File: config.mk
export PLATFORM = sky130hd
export DESIGN_NAME = tdm_tx_aligner
export DESIGN_NICKNAME = d
export VERILOG_FILES = /design/src/rtl/tdm_tx_pkg.sv /design/src/rtl/tdm_tx_phase.sv /design/src/rtl/tdm_tx_sync_track.sv /design/src/rtl/tdm_tx_word_feed.sv /design/src/rtl/tdm_tx_serializer.sv /design/src/rtl/tdm_tx_aligner.sv
export SDC_FILE = /design/constraint.sdc
export NUM_CORES = 1
export LEC_CHECK = 0
export ABC_AREA = 1
export BUFFER_PORTS_ARGS = -buffer_cell sky130_fd_sc_hd__buf_4
export CAP_MARGIN = 30
export CORE_ASPECT_RATIO = 0.9
export CORE_MARGIN = 5
export CORE_UTILIZATION = 60
export CTS_CLUSTER_SIZE = 30
export DETAILED_ROUTE_END_ITERATION = 10
export GPL_ROUTABILITY_DRIVEN = 0
export PLACE_DENSITY_LB_ADDON = 0.25
export RECOVER_POWER = 50
export SLEW_MARGIN = 20
export SYNTH_ARGS = -nofsm -noshare
export SYNTH_HDL_FRONTEND = slang
export SYNTH_SLANG_ARGS = --single-unit
export TNS_END_PERCENT = 20
File: constraint.sdc
create_clock -name clk -period 5 [get_ports clk]
set_input_delay 0.5 -clock clk [delete_from_list [all_inputs] [get_ports clk]]
set_output_delay 0.5 -clock clk [all_outputs]
set_load 0.005 [all_outputs]
File: src/rtl/tdm_tx_pkg.sv
package tdm_tx_pkg;

  typedef enum logic {
    EV_RISE = 1'b0,
    EV_FALL = 1'b1
  } bit_event_e;

  // Clock cycles from the sync detection edge to the first data bit,
  // wrapped into the previous frame when the count would be negative.
  function automatic int unsigned lead_ticks(int unsigned dly,
                                             int unsigned flen,
                                             int unsigned skew);
    int unsigned raw;
    raw = 2 * dly + skew;
    if (raw >= 2) return raw - 2;
    return raw + 2 * flen - 2;
  endfunction

  // Clock cycles in one frame (two per bit).
  function automatic int unsigned frame_ticks(int unsigned flen);
    return 2 * flen;
  endfunction

endpackage

File: src/rtl/tdm_tx_phase.sv
module tdm_tx_phase
  import tdm_tx_pkg::*;
(
  input  logic clk,
  input  logic rst_n,
  input  logic sync_edge,
  input  logic data_edge,
  output logic bclk,
  output logic sync_tick,
  output logic data_tick
);

  bit_event_e ev_q;

  always_ff @(posedge clk or negedge rst_n) begin
    if (!rst_n) ev_q <= EV_RISE;
    else        ev_q <= (ev_q == EV_RISE) ? EV_FALL : EV_RISE;
  end

  // Bit clock is high after a rising event, low after a falling one.
  assign bclk      = (ev_q == EV_FALL);
  assign sync_tick = (ev_q == bit_event_e'(sync_edge));
  assign data_tick = (ev_q == bit_event_e'(data_edge));

endmodule

File: src/rtl/tdm_tx_sync_track.sv
module tdm_tx_sync_track
  import tdm_tx_pkg::*;
#(
  parameter int FLEN_W = 8,
  parameter int DLY_W  = 4
) (
  input  logic              clk,
  input  logic              rst_n,
  input  logic              fsync_i,
  input  logic              sync_low,
  input  logic              skew,
  input  logic              sync_tick,
  input  logic              data_tick,
  input  logic [DLY_W-1:0]  cfg_delay,
  input  logic [FLEN_W-1:0] cfg_frame_len,
  output logic              sync_det,
  output logic              frame_start
);

  localparam int CW = FLEN_W + 1;

  logic          prev_act_q;
  logic          locked_q;
  logic [CW-1:0] cnt_q;
  logic [CW-1:0] off_now;
  logic [CW-1:0] start_off;
  logic [CW-1:0] last_off;
  logic          active;

  assign active    = fsync_i ^ sync_low;
  assign sync_det  = sync_tick & active & ~prev_act_q;
  assign off_now   = sync_det ? '0 : cnt_q;
  assign last_off  = CW'(frame_ticks(32'(cfg_frame_len)) - 1);
  assign start_off = CW'(lead_ticks(32'(cfg_delay), 32'(cfg_frame_len),
                                    32'(skew)));
  assign frame_start = (locked_q | sync_det) & data_tick
                       & (off_now == start_off);

  always_ff @(posedge clk or negedge rst_n) begin
    if (!rst_n) begin
      prev_act_q <= 1'b0;
      locked_q   <= 1'b0;
      cnt_q      <= '0;
    end else begin
      if (sync_tick) prev_act_q <= active;
      if (sync_det)  locked_q   <= 1'b1;
      cnt_q <= (off_now >= last_off) ? '0 : off_now + 1'b1;
    end
  end

endmodule

File: src/rtl/tdm_tx_word_feed.sv
module tdm_tx_word_feed #(
  parameter int WORD_W = 8
) (
  input  logic              clk,
  input  logic              rst_n,
  input  logic              word_load,
  input  logic              running,
  input  logic              at_last,
  input  logic [WORD_W-1:0] word_data,
  input  logic              word_valid,
  output logic              word_ready,
  output logic [WORD_W-1:0] next_word,
  output logic              next_ok
);

  logic              full_q;
  logic [WORD_W-1:0] stage_q;
  logic              take;

  assign word_ready = ~full_q & (~running | at_last);
  assign take       = word_ready & word_valid;
  assign next_ok    = full_q | take;
  assign next_word  = full_q ? stage_q : word_data;

  always_ff @(posedge clk or negedge rst_n) begin
    if (!rst_n) begin
      full_q  <= 1'b0;
      stage_q <= '0;
    end else if (word_load) begin
      full_q <= 1'b0;
    end else if (take) begin
      full_q  <= 1'b1;
      stage_q <= word_data;
    end
  end

endmodule

File: src/rtl/tdm_tx_serializer.sv
module tdm_tx_serializer #(
  parameter int WORD_W = 8
) (
  input  logic              clk,
  input  logic              rst_n,
  input  logic              word_load,
  input  logic              frame_start,
  input  logic              data_tick,
  input  logic [WORD_W-1:0] next_word,
  input  logic              next_ok,
  output logic              txd,
  output logic              running,
  output logic              at_last,
  output logic              fs_pulse,
  output logic              ur_pulse
);

  localparam int BW = (WORD_W > 2) ? $clog2(WORD_W) : 1;
  localparam logic [BW-1:0] LAST_IDX = BW'(WORD_W - 1);

  logic [WORD_W-1:0] sh_q;
  logic [BW-1:0]     left_q;
  logic [WORD_W-1:0] fill;

  assign fill    = next_ok ? next_word : '1;
  assign at_last = running & (left_q == '0);

  always_ff @(posedge clk or negedge rst_n) begin
    if (!rst_n) begin
      sh_q     <= '1;
      left_q   <= '0;
      txd      <= 1'b1;
      running  <= 1'b0;
      fs_pulse <= 1'b0;
      ur_pulse <= 1'b0;
    end else begin
      fs_pulse <= 1'b0;
      ur_pulse <= 1'b0;
      if (word_load) begin
        txd      <= fill[WORD_W-1];
        sh_q     <= {fill[WORD_W-2:0], 1'b1};
        left_q   <= LAST_IDX;
        running  <= 1'b1;
        fs_pulse <= frame_start;
        ur_pulse <= ~next_ok;
      end else if (data_tick && running && left_q != '0) begin
        txd    <= sh_q[WORD_W-1];
        sh_q   <= {sh_q[WORD_W-2:0], 1'b1};
        left_q <= left_q - 1'b1;
      end
    end
  end

endmodule

File: src/rtl/tdm_tx_aligner.sv
module tdm_tx_aligner #(
  parameter int WORD_W = 8,
  parameter int FLEN_W = 8,
  parameter int DLY_W  = 4
) (
  input  logic              clk,
  input  logic              rst_n,
  input  logic              fsync_i,
  input  logic              cfg_sync_edge,
  input  logic              cfg_data_edge,
  input  logic              cfg_sync_low,
  input  logic [DLY_W-1:0]  cfg_delay,
  input  logic [FLEN_W-1:0] cfg_frame_len,
  input  logic [WORD_W-1:0] word_data,
  input  logic              word_valid,
  output logic              word_ready,
  output logic              txd_o,
  output logic              bclk_o,
  output logic              frame_start_o,
  output logic              underrun_o
);

  logic              sync_tick;
  logic              data_tick;
  logic              sync_det;
  logic              frame_start;
  logic              word_load;
  logic              running;
  logic              at_last;
  logic              next_ok;
  logic [WORD_W-1:0] next_word;
  logic              skew;

  assign skew      = cfg_sync_edge ^ cfg_data_edge;
  assign word_load = frame_start | (data_tick & at_last);

  tdm_tx_phase u_phase (
    .clk       (clk),
    .rst_n     (rst_n),
    .sync_edge (cfg_sync_edge),
    .data_edge (cfg_data_edge),
    .bclk      (bclk_o),
    .sync_tick (sync_tick),
    .data_tick (data_tick)
  );

  tdm_tx_sync_track #(.FLEN_W(FLEN_W), .DLY_W(DLY_W)) u_track (
    .clk           (clk),
    .rst_n         (rst_n),
    .fsync_i       (fsync_i),
    .sync_low      (cfg_sync_low),
    .skew          (skew),
    .sync_tick     (sync_tick),
    .data_tick     (data_tick),
    .cfg_delay     (cfg_delay),
    .cfg_frame_len (cfg_frame_len),
    .sync_det      (sync_det),
    .frame_start   (frame_start)
  );

  tdm_tx_word_feed #(.WORD_W(WORD_W)) u_feed (
    .clk        (clk),
    .rst_n      (rst_n),
    .word_load  (word_load),
    .running    (running),
    .at_last    (at_last),
    .word_data  (word_data),
    .word_valid (word_valid),
    .word_ready (word_ready),
    .next_word  (next_word),
    .next_ok    (next_ok)
  );

  tdm_tx_serializer #(.WORD_W(WORD_W)) u_ser (
    .clk         (clk),
    .rst_n       (rst_n),
    .word_load   (word_load),
    .frame_start (frame_start),
    .data_tick   (data_tick),
    .next_word   (next_word),
    .next_ok     (next_ok),
    .txd         (txd_o),
    .running     (running),
    .at_last     (at_last),
    .fs_pulse    (frame_start_o),
    .ur_pulse    (underrun_o)
  );

endmodule

==> out/qor.csv, run 1 <==
metric,value,unit
vias_per_cell,5.11,
rsz0062_at_grt,false,
reg2reg_setup_slack,2430,ps
cp.required,5170,ps
grt_pass1_vias,2327,
finalWirelength,6060,microns
finalInstanceArea,3270,sq um
worstPathCellList,buf_4 > inv_1 > ha_1 > inv_1 > ha_1 > inv_1 > fa_1 > inv_1 > nand3_1 > nand2_1 > nand2_1 > nand2_1 > nand2_1 > o21ai_1 > xor2_1 > nor2_1 > nand3_2 > nand3_2 > nand2_1 > o21ai_0,
slowest_stage,fa_1,
cts.sink_count,35,
drv_slew,36,
slew_headroom,-0.196,
cts_hold_buf,0,
start_kind,input port,
fin_crit,2940,ps
power_density,392,nW/um^2
syn_nets,468,
start_util,0.609,
rr_worst_depth,13,
insertion_delay,290,ps
hold-path-endpoint,u_track.locked_q$_DFFE_PN0P_,
die_h,75.8,microns
die_x,83.1,microns
ys_top_cells_by_count,"nand2_1, inv_1, nand3_1, dfrtp_1, ha_1",
grt_pass1_wl,10300,microns
min_from,u_track.locked_q$_DFFE_PN0P_,
placed_area,3160,sq um
coreArea,4740,sq um
maxCapViolations,1,
tritoncts,yes,
status,"complete, but fails checks",
synth.most_common_cell,nand2_1,
port_buffers,31,
diodes,0,
dpl.cell_count,504,
seq_area_frac_synth,0.307,
cts_buffers,5,
ys_warn_count,0,
critical_path_arrival,3110,ps
antenna_found_initial,0,
cts_resized,0,
skew,6.07,ps
r2r-start,u_phase.bclk$_DFF_PN0_,
hold_path_class,flip-flop to flip-flop,
min_delay_path_depth,2,
cts_root_buffer,clkbuf_8,
critPathKind,input port to flip-flop,
synth.avg_cell_area,6.99,sq um
synth_top_cell_area_share,0.234,
grt_max_degree,36,
crit_fanout,16,
row_count,24,
synth_ff_type,dfrtp_1,
track_usage,0.201,
tightestPinTransition,1790,ps
wire_per_inst,11.8,microns
synthTopCellsByArea,"dfrtp_1, nand2_1, ha_1, inv_1, dfstp_2",
remaining_drc_errors,0,
dr.pass1.iters,4,
r2r-end,u_track.cnt_q[3]$_DFF_PN0_,
pre_cts_slack,1770,ps
slowest_delay,400,ps
holdWs,466,ps
syn_inst,413,
nets,501,
clock.fmax,0.340,GHz
syn-cell-area,2890,sq um
synth_edf_count,0,
ir_drop,0.281,mV
post_cts_buffers,0,
hold_viol,0,
overflow,0,
fin_ws,2060,ps
die_area,6300,sq um
final.setup.tns,0,ps
async_flop_share,1.00,
cpMostUsedCell,nand2_1,
p_leak,1.80,nW
finalPower,1.28,mW
setup_viol,0,
ys_ff_latch,35,
syn2layout_area_growth,13.3,%
synth_cell_type_count,34,
htree_levels,2,
violations,"max-capacitance violations, max-slew violations",
drive_gt1_frac,0.152,
postRouteAntennaNets,0,
fin_cells,512,
fin_crit_sh,0.589,
cts.clk_slew.worst_paths,70,ps
yosys.area.top_type,dfrtp_1,
clockBufferDepth,2,
drt_iter0_markers,137,
vias,2614,
place_hpwl,4820,microns
fin_util,0.690,
worstSetupEndpointType,flip-flop,
io_pins,32,
[critical path: cells and delay by family]
kind	cells	cell delay, ps
adders and majority gates	3	800
and+or+nand+nor	9	1050
buffers and inverters	5	410
AOI/OAI and AO/OA	2	190
xor gates and xnor gates	1	150
[logic make-up after synthesis]
logic type	synth area share
flops	0.307
buf+inv	0.119
compound gates	0.0945
fa+ha+maj	0.124
xor+xnor	0.0394
simple gates	0.316
[report_power, final]
part,leakage (nW),switching (mW),internal [mW]
Clock,0.0612,0.103,0.161
Sequential,0.416,0.0534,0.410
Combinational,1.32,0.347,0.208
[routing by layer]
metal	wire length, microns	GRT usage	vias up
met3	365	0.0486	7
met1	3090	0.288	1173
met4	60	0.0454	0
met5	0	0	-
li1	-	-	1370
met2	2550	0.310	64
[worst max-delay path by stage]
| stage | start | endpoint | slack, ps |
|---|---|---|---|
| finish | cfg_delay[1] | u_feed.stage_q[3]$_DFFE_PN0P_ | 2060 |
| global route | cfg_delay[1] | u_feed.stage_q[6]$_DFFE_PN0P_ | 1820 |
| CTS | cfg_delay[1] | u_feed.stage_q[3]$_DFFE_PN0P_ | 2060 |
| detailed placement | cfg_delay[1] | u_feed.stage_q[3]$_DFFE_PN0P_ | 1770 |
| global placement | cfg_delay[1] | u_feed.stage_q[0]$_DFFE_PN0P_ | 1870 |
| floorplan | cfg_delay[1] | u_ser.left_q[2]$_DFFE_PN0P_ | 2230 |
[state kept, by name, indices dropped and copies added, names as in the netlist, 3 cells and up]
register / cells
u_ser.sh_q: 7
u_track.cnt_q: 9
u_ser.left_q: 3
u_feed.stage_q: 8
[cell usage in the layout (no fill, tap or decap), types with 7 or more instances in the layout]
master,count
a21oi_1,12
buf_4,30
dfrtp_1,27
dfstp_2,8
ha_1,27
inv_1,76
nand2_1,114
nand2_2,9
nand3_1,38
nor2_1,24
o211ai_1,8
o21ai_0,19
xor2_1,7
[cell type report]
cell class                      instances  area (sq um)
Inverter                               81           304
Fill cell                             425          1470
Clock buffer                            6          82.6
Multi-Input combinational cell        292          1660
Sequential cell                        35           886
Timing Repair Buffer                   31           229
Tap cell                               65          81.3
Clock inverter                          2          35.0
(Power assumes the default switching activity.)
==> run 2, diff against run 1 <==
Settings changed: CORE_UTILIZATION 60 to 59.
Clock period 5 ns to 2.75 ns, I/O delays scaled along.
==> run 2 against run 1 <==
Net effect: the flow still finishes with violations (max-capacitance violations, max-slew violations); global-route usage up 0.72 points; final area up 2.1%; non-clock buffer count up 9; worst setup slack worse by 1900 ps; largest cell class unchanged.
==> out/qor.csv, run 2 (synthesis gave the netlist of run 1 again) <==
metric,value,unit,change
reg2reg_setup_slack,380,ps,-2050 ps
diodes,0,,unchanged
r2r-end,u_track.cnt_q[6]$_DFF_PN0_,,
skew,5.28,ps,-0.791 ps
final_cell_mix,"nand2_1, inv_1, nand3_1, buf_4",,
wire_per_inst,12.2,microns,+3.2%
fillCellCount,422,,-0.71%
grt_pass1_vias,2525,,+8.5%
regMostFlops,u_track.cnt_q,,
die_x,83.7,microns,+0.74%
drv_slew,36,,unchanged
p_leak,1.84,nW,+2.1%
tightestPinTransition,1810,ps,+12.8 ps
fin_crit,2580,ps,
cts_root_buffer,clkbuf_8,,
slowest_delay,400,ps,about the same
fin_crit_sh,0.938,,
crit_fanout,13,,-3
antenna_found_initial,0,,unchanged
drive_gt1_frac,0.169,,+0.0167
die_area,6400,sq um,+1.5%
syn2layout_area_growth,15.7,%,
largest_reg_flops,9,,unchanged
hold-path-endpoint,u_feed.stage_q[1]$_DFFE_PN0P_,,
vias,2704,,+3.4%
tritoncts,yes,,
track_usage,0.208,,+0.00723
dr.pass1.iters,4,,unchanged
layout_commonest_cell,nand2_1,,
slew_headroom,-0.204,,-0.00855
setup_viol,0,,unchanged
htree_levels,2,,unchanged
hold_viol,0,,unchanged
area.sequential,886,sq um,unchanged
power_density,683,nW/um^2,+74%
top_regs,"u_track.cnt_q x9, u_feed.stage_q x8, u_ser.sh_q x7",,
r2r-start,u_phase.bclk$_DFF_PN0_,,
cts_buffers,5,,unchanged
pre_cts_slack,-89.0,ps,-1860 ps
hold_path_class,input port to flip-flop,,
multiInputGateArea,1670,sq um,+0.98%
ir_drop,0.521,mV,+85%
post_cts_buffers,0,,unchanged
clock.fmax,0.388,GHz,
remaining_drc_errors,0,,unchanged
nets,510,,+1.8%
drt_iter0_markers,187,,+36%
clockBufferDepth,2,,unchanged
start_kind,input port,,
min_from,word_data[1],,
fin_ws,171,ps,-1880 ps
cts.clk_slew.worst_paths,70,ps,about the same
postRouteAntennaNets,0,,unchanged
slowest_stage,fa_1,,
status,"complete, but fails checks",,
grt_max_degree,36,,unchanged
rr_worst_depth,12,,-1
row_count,24,,unchanged
overflow,0,,unchanged
die_h,76.4,microns,+0.73%
rsz0062_at_grt,true,,
cts.sink_count,35,,unchanged
min_delay_path_depth,3,,+1
maxCapViolations,1,,unchanged
cp.required,2920,ps,-2250 ps
worstPathCellList,buf_4 > inv_1 > ha_1 > inv_1 > ha_1 > inv_1 > fa_1 > inv_1 > nand3_1 > nand2_1 > nand2_1 > nand2_1 > nand2_1 > o21ai_1 > xor2_1 > nor2_1 > nand3_2 > nand2_4 > or2_2,,
critical_path_arrival,2750,ps,-360 ps
grt_pass1_wl,11200,microns,+8.0%
start_util,0.601,,-0.00761
violations,"max-capacitance violations, max-slew violations",,
vias_per_cell,5.19,,+1.7%
finalWirelength,6370,microns,+5.1%
worstSetupEndpointType,flip-flop,,
port_buffers,31,,unchanged
final.setup.tns,0,ps,unchanged
coreArea,4800,sq um,+1.3%
insertion_delay,280,ps,about the same
place_hpwl,5020,microns,+4.1%
io_pins,32,,unchanged
critPathKind,input port to flip-flop,,
run 2: through the flow:
step | hold slack [ps] | cell area, sq um | std cells | power (mW) | util
after floorplan | -20.6 | 2890 | 413 | 1.60 | -
after global placement | 247 | 3220 | 512 | 1.83 | 0.671
after detailed placement | 245 | 3220 | 512 | 1.86 | 0.671
after CTS | 256 | 3330 | 521 | 2.28 | 0.693
after global routing | 276 | 3340 | 521 | 2.50 | 0.696
final | 260 | 3340 | 521 | 2.28 | 0.696
run 2: worst max path at each step:
stage | from | end | slack [ps]
final | cfg_delay[1] | u_ser.running$_DFFE_PN0P_ | 170
after global routing | cfg_frame_len[1] | u_ser.running$_DFFE_PN0P_ | -10
after CTS | cfg_delay[1] | u_feed.stage_q[2]$_DFFE_PN0P_ | 200
after detailed placement | cfg_delay[1] | u_feed.stage_q[2]$_DFFE_PN0P_ | -90
after global placement | cfg_frame_len[1] | u_ser.running$_DFFE_PN0P_ | 10
after floorplan | cfg_delay[1] | u_ser.left_q[2]$_DFFE_PN0P_ | 200
run 2: where the power goes:
group / total [mW] / internal, mW / switching (mW)
Sequential: 0.844 / 0.746 / 0.0981
Clock: 0.409 / 0.229 / 0.180
Combinational: 1.03 / 0.390 / 0.639
run 2: cell type report:
class,instances,share of cell area
timing repair buffer,40,0.0895
tap,65,0.0243
sequential,35,0.265
multi-input combinational,292,0.500
clock buffer,8,0.0300
inverter,81,0.0910
run 2: what timing repair did:
item                                   in CTS  in global routing
endpoints found under the hold margin      27                  0
hold buffers                                1                  0
setup endpoints to repair                   0                 11
resized for setup                           0                  2
run 2: layer usage:
layer  track usage  routed length (microns)
met5             0                        0
met3        0.0400                      336
met2         0.302                     2720
met4        0.0450                       57
met1         0.320                     3260
run 2: worst max-delay path: cells and delay by family:
| family | cells | cell delay, ps |
|---|---|---|
| AO/OA/AOI/OAI | 1 | 110 |
| XOR/XNOR | 1 | 160 |
| AND/OR/NAND/NOR | 9 | 1010 |
| adder cells (fa/ha/maj) | 3 | 860 |
| buffers and inverters | 5 | 330 |
==> run 3, diff against run 2 <==
Settings changed: CTS_CLUSTER_SIZE 30 to 10, SETUP_SLACK_MARGIN from default to 0.4.
==> run 3 against run 2 <==
Net effect: the flow still finishes with violations (max-capacitance violations, max-slew violations); routed wire length up 12%; worst setup slack better by 200 ps; utilization up 5.6 points; register-to-register slack about the same; non-clock buffer count up 2; via count up 4.3%; flip-flop and latch count unchanged; first-iteration DRC count up 11%; critical path type is now flip-flop to flip-flop; largest cell class unchanged; critical path depth down 6; clock skew down 1.7 ps.
==> out/qor.csv, run 3 (synthesis gave the netlist of run 1 again) <==
metric,value,unit,change
hold_viol,0,,unchanged
cp-endpoint,u_track.cnt_q[3]$_DFF_PN0_,,
vias_per_cell,5.35,,+3.1%
drv_slew,36,,unchanged
overflow,0,,unchanged
cpMostUsedCell,nand2_1,,
reg2reg_setup_slack,370,ps,about the same
antenna_found_initial,0,,unchanged
syn2layout_area_growth,25.0,%,
tritoncts,yes,,
cts.sink_count,35,,unchanged
cts_root_buffer,clkbuf_8,,
top_regs,"u_track.cnt_q x9, u_feed.stage_q x8, u_ser.sh_q x7",,
start_util,0.601,,unchanged
skew,3.62,ps,-1.67 ps
track_usage,0.207,,-0.00151
fin_crit_sh,0.864,,-0.0737
clock.fmax,0.421,GHz,+8.5%
remaining_drc_errors,0,,unchanged
r2r-start,u_phase.bclk$_DFF_PN0_,,
grt_max_degree,36,,unchanged
maxCapViolations,1,,unchanged
cts.clk_slew.worst_paths,70,ps,about the same
hold_path_class,input port to flip-flop,,
status,"complete, but fails checks",,
layout_commonest_cell,nand2_1,,
wire_per_inst,13.5,microns,+11%
tightestPinTransition,1830,ps,+21.2 ps
cp.required,2980,ps,+60 ps
grt_pass1_wl,11100,microns,-0.49%
fillCellCount,362,,-14%
r2r-end,u_track.cnt_q[3]$_DFF_PN0_,,
coreArea,4800,sq um,unchanged
multiInputGateArea,1900,sq um,+14%
port_buffers,31,,unchanged
postRouteAntennaNets,0,,unchanged
violations,"max-capacitance violations, max-slew violations",,
cp-startpoint,u_phase.bclk$_DFF_PN0_,,
clockBufferDepth,2,,unchanged
io_pins,32,,unchanged
min_delay_path_depth,3,,unchanged
drt_iter0_markers,208,,+11%
start_kind,flip-flop,,
finalWirelength,7140,microns,+12%
critical_path_arrival,2600,ps,-150 ps
p_leak,1.89,nW,+2.7%
regMostFlops,u_track.cnt_q,,
insertion_delay,280,ps,about the same
fin_crit,2380,ps,-203 ps
rr_worst_depth,13,,+1
htree_levels,2,,unchanged
die_h,76.4,microns,unchanged
dr.pass1.iters,5,,+1
pre_cts_slack,-7.17,ps,+81.8 ps
die_x,83.7,microns,unchanged
power_density,656,nW/um^2,-3.9%
nets,516,,+1.2%
vias,2819,,+4.3%
fin_ws,374,ps,+203 ps
worstSetupEndpointType,flip-flop,,
rsz0062_at_grt,true,,
critPathKind,flip-flop to flip-flop,,
worstPathCellList,inv_1 > nand2_1 > nand2_1 > nand3_4 > nand2_1 > inv_1 > ha_1 > a21oi_1 > o21ai_0 > nand2_1 > o2111ai_4 > nor2_2 > o21a_1,,
diodes,0,,unchanged
slowest_delay,410,ps,about the same
cts_buffers,5,,unchanged
place_hpwl,5010,microns,-0.21%
row_count,24,,unchanged
holdWs,248,ps,-11.9 ps
slew_headroom,-0.218,,-0.0141
setup_viol,0,,unchanged
area.sequential,886,sq um,unchanged
grt_pass1_vias,2523,,-0.079%
largest_reg_flops,9,,unchanged
slowest_stage,dfrtp_1,,
final_cell_mix,"nand2_1, inv_1, buf_4",,
ir_drop,0.471,mV,-9.5%
die_area,6400,sq um,unchanged
crit_fanout,10,,-3
drive_gt1_frac,0.253,,+0.0844
-- run 3: changes by cell type in the layout (fill, tap and decap cells not counted), sizes merged --
cell,delta
nand2,+1
clkbuf,-1
nand3,+2
clkinv,+1
buf,+2
o2111ai,+1
-- run 3: worst min-delay path by stage --
| stage | startpoint | end | slack, ps |
|---|---|---|---|
| 5_1_grt | word_data[5] | u_feed.stage_q[5]$_DFFE_PN0P_ | 260 |
| 2_1_floorplan | rst_n | u_feed.full_q$_DFFE_PN0P_ | -20 |
| 4_1_cts | word_data[2] | u_feed.stage_q[2]$_DFFE_PN0P_ | 260 |
| 3_5_place_dp | rst_n | u_ser.left_q[1]$_DFFE_PN0P_ | 250 |
| 6_report | word_data[5] | u_feed.stage_q[5]$_DFFE_PN0P_ | 250 |
| 3_3_place_gp | rst_n | u_ser.running$_DFFE_PN0P_ | 240 |
-- run 3: repair_timing --
item                       in CTS  in global routing
setup endpoints to repair      28                 32
hold endpoints to repair       27                  0
gates cloned                    0                  4
gates resized for setup         1                 41
hold buffers                    1                  0
pin swaps                       0                 24
setup buffers                   0                  3
-- run 3: metrics by stage --
stage          area, sq um   util  total power [mW]  cells  TNS, ps
2_1_floorplan         2940      -              1.61    413        0
3_3_place_gp          3260  0.679              1.84    511        0
3_5_place_dp          3260  0.679              1.87    511    -7.17
4_1_cts               3360  0.700              2.23    520        0
5_1_grt               3610  0.751              2.59    527        0
6_report              3610  0.751              2.37    527        0
-- run 3: worst max-delay path, delay by kind of cell (launching register included) --
kind | cells | cell delay [ps]
adders and majority gates | 1 | 320
buffers and inverters | 2 | 180
DFF | 1 | 410
and+or+nand+nor | 6 | 810
AOI/OAI and AO/OA | 4 | 600
-- run 3: power by group --
group	internal, mW	total, mW	switching (mW)
clock network	0.177	0.353	0.175
registers	0.746	0.854	0.107
logic	0.442	1.16	0.720
total	1.37	2.37	1.00
-- run 3: routing by layer --
layer | global-route usage | vias up | share of wire
met5 | 0 | - | 0
met1 | 0.299 | 1289 | 0.46
met2 | 0.320 | 105 | 0.47
met4 | 0.0450 | 0 | 0.010
met3 | 0.0422 | 13 | 0.066
li1 | - | 1412 | -
-- run 3: area by class of cell --
| type | instances | share of cell area |
|---|---|---|
| multi-input cells | 296 | 0.528 |
| inverters | 81 | 0.0898 |
| clock buffers | 7 | 0.0211 |
| clock inverters | 1 | 0.00139 |
| flip-flops and latches | 35 | 0.245 |
| well taps | 65 | 0.0225 |
| repair buffers | 42 | 0.0922 |
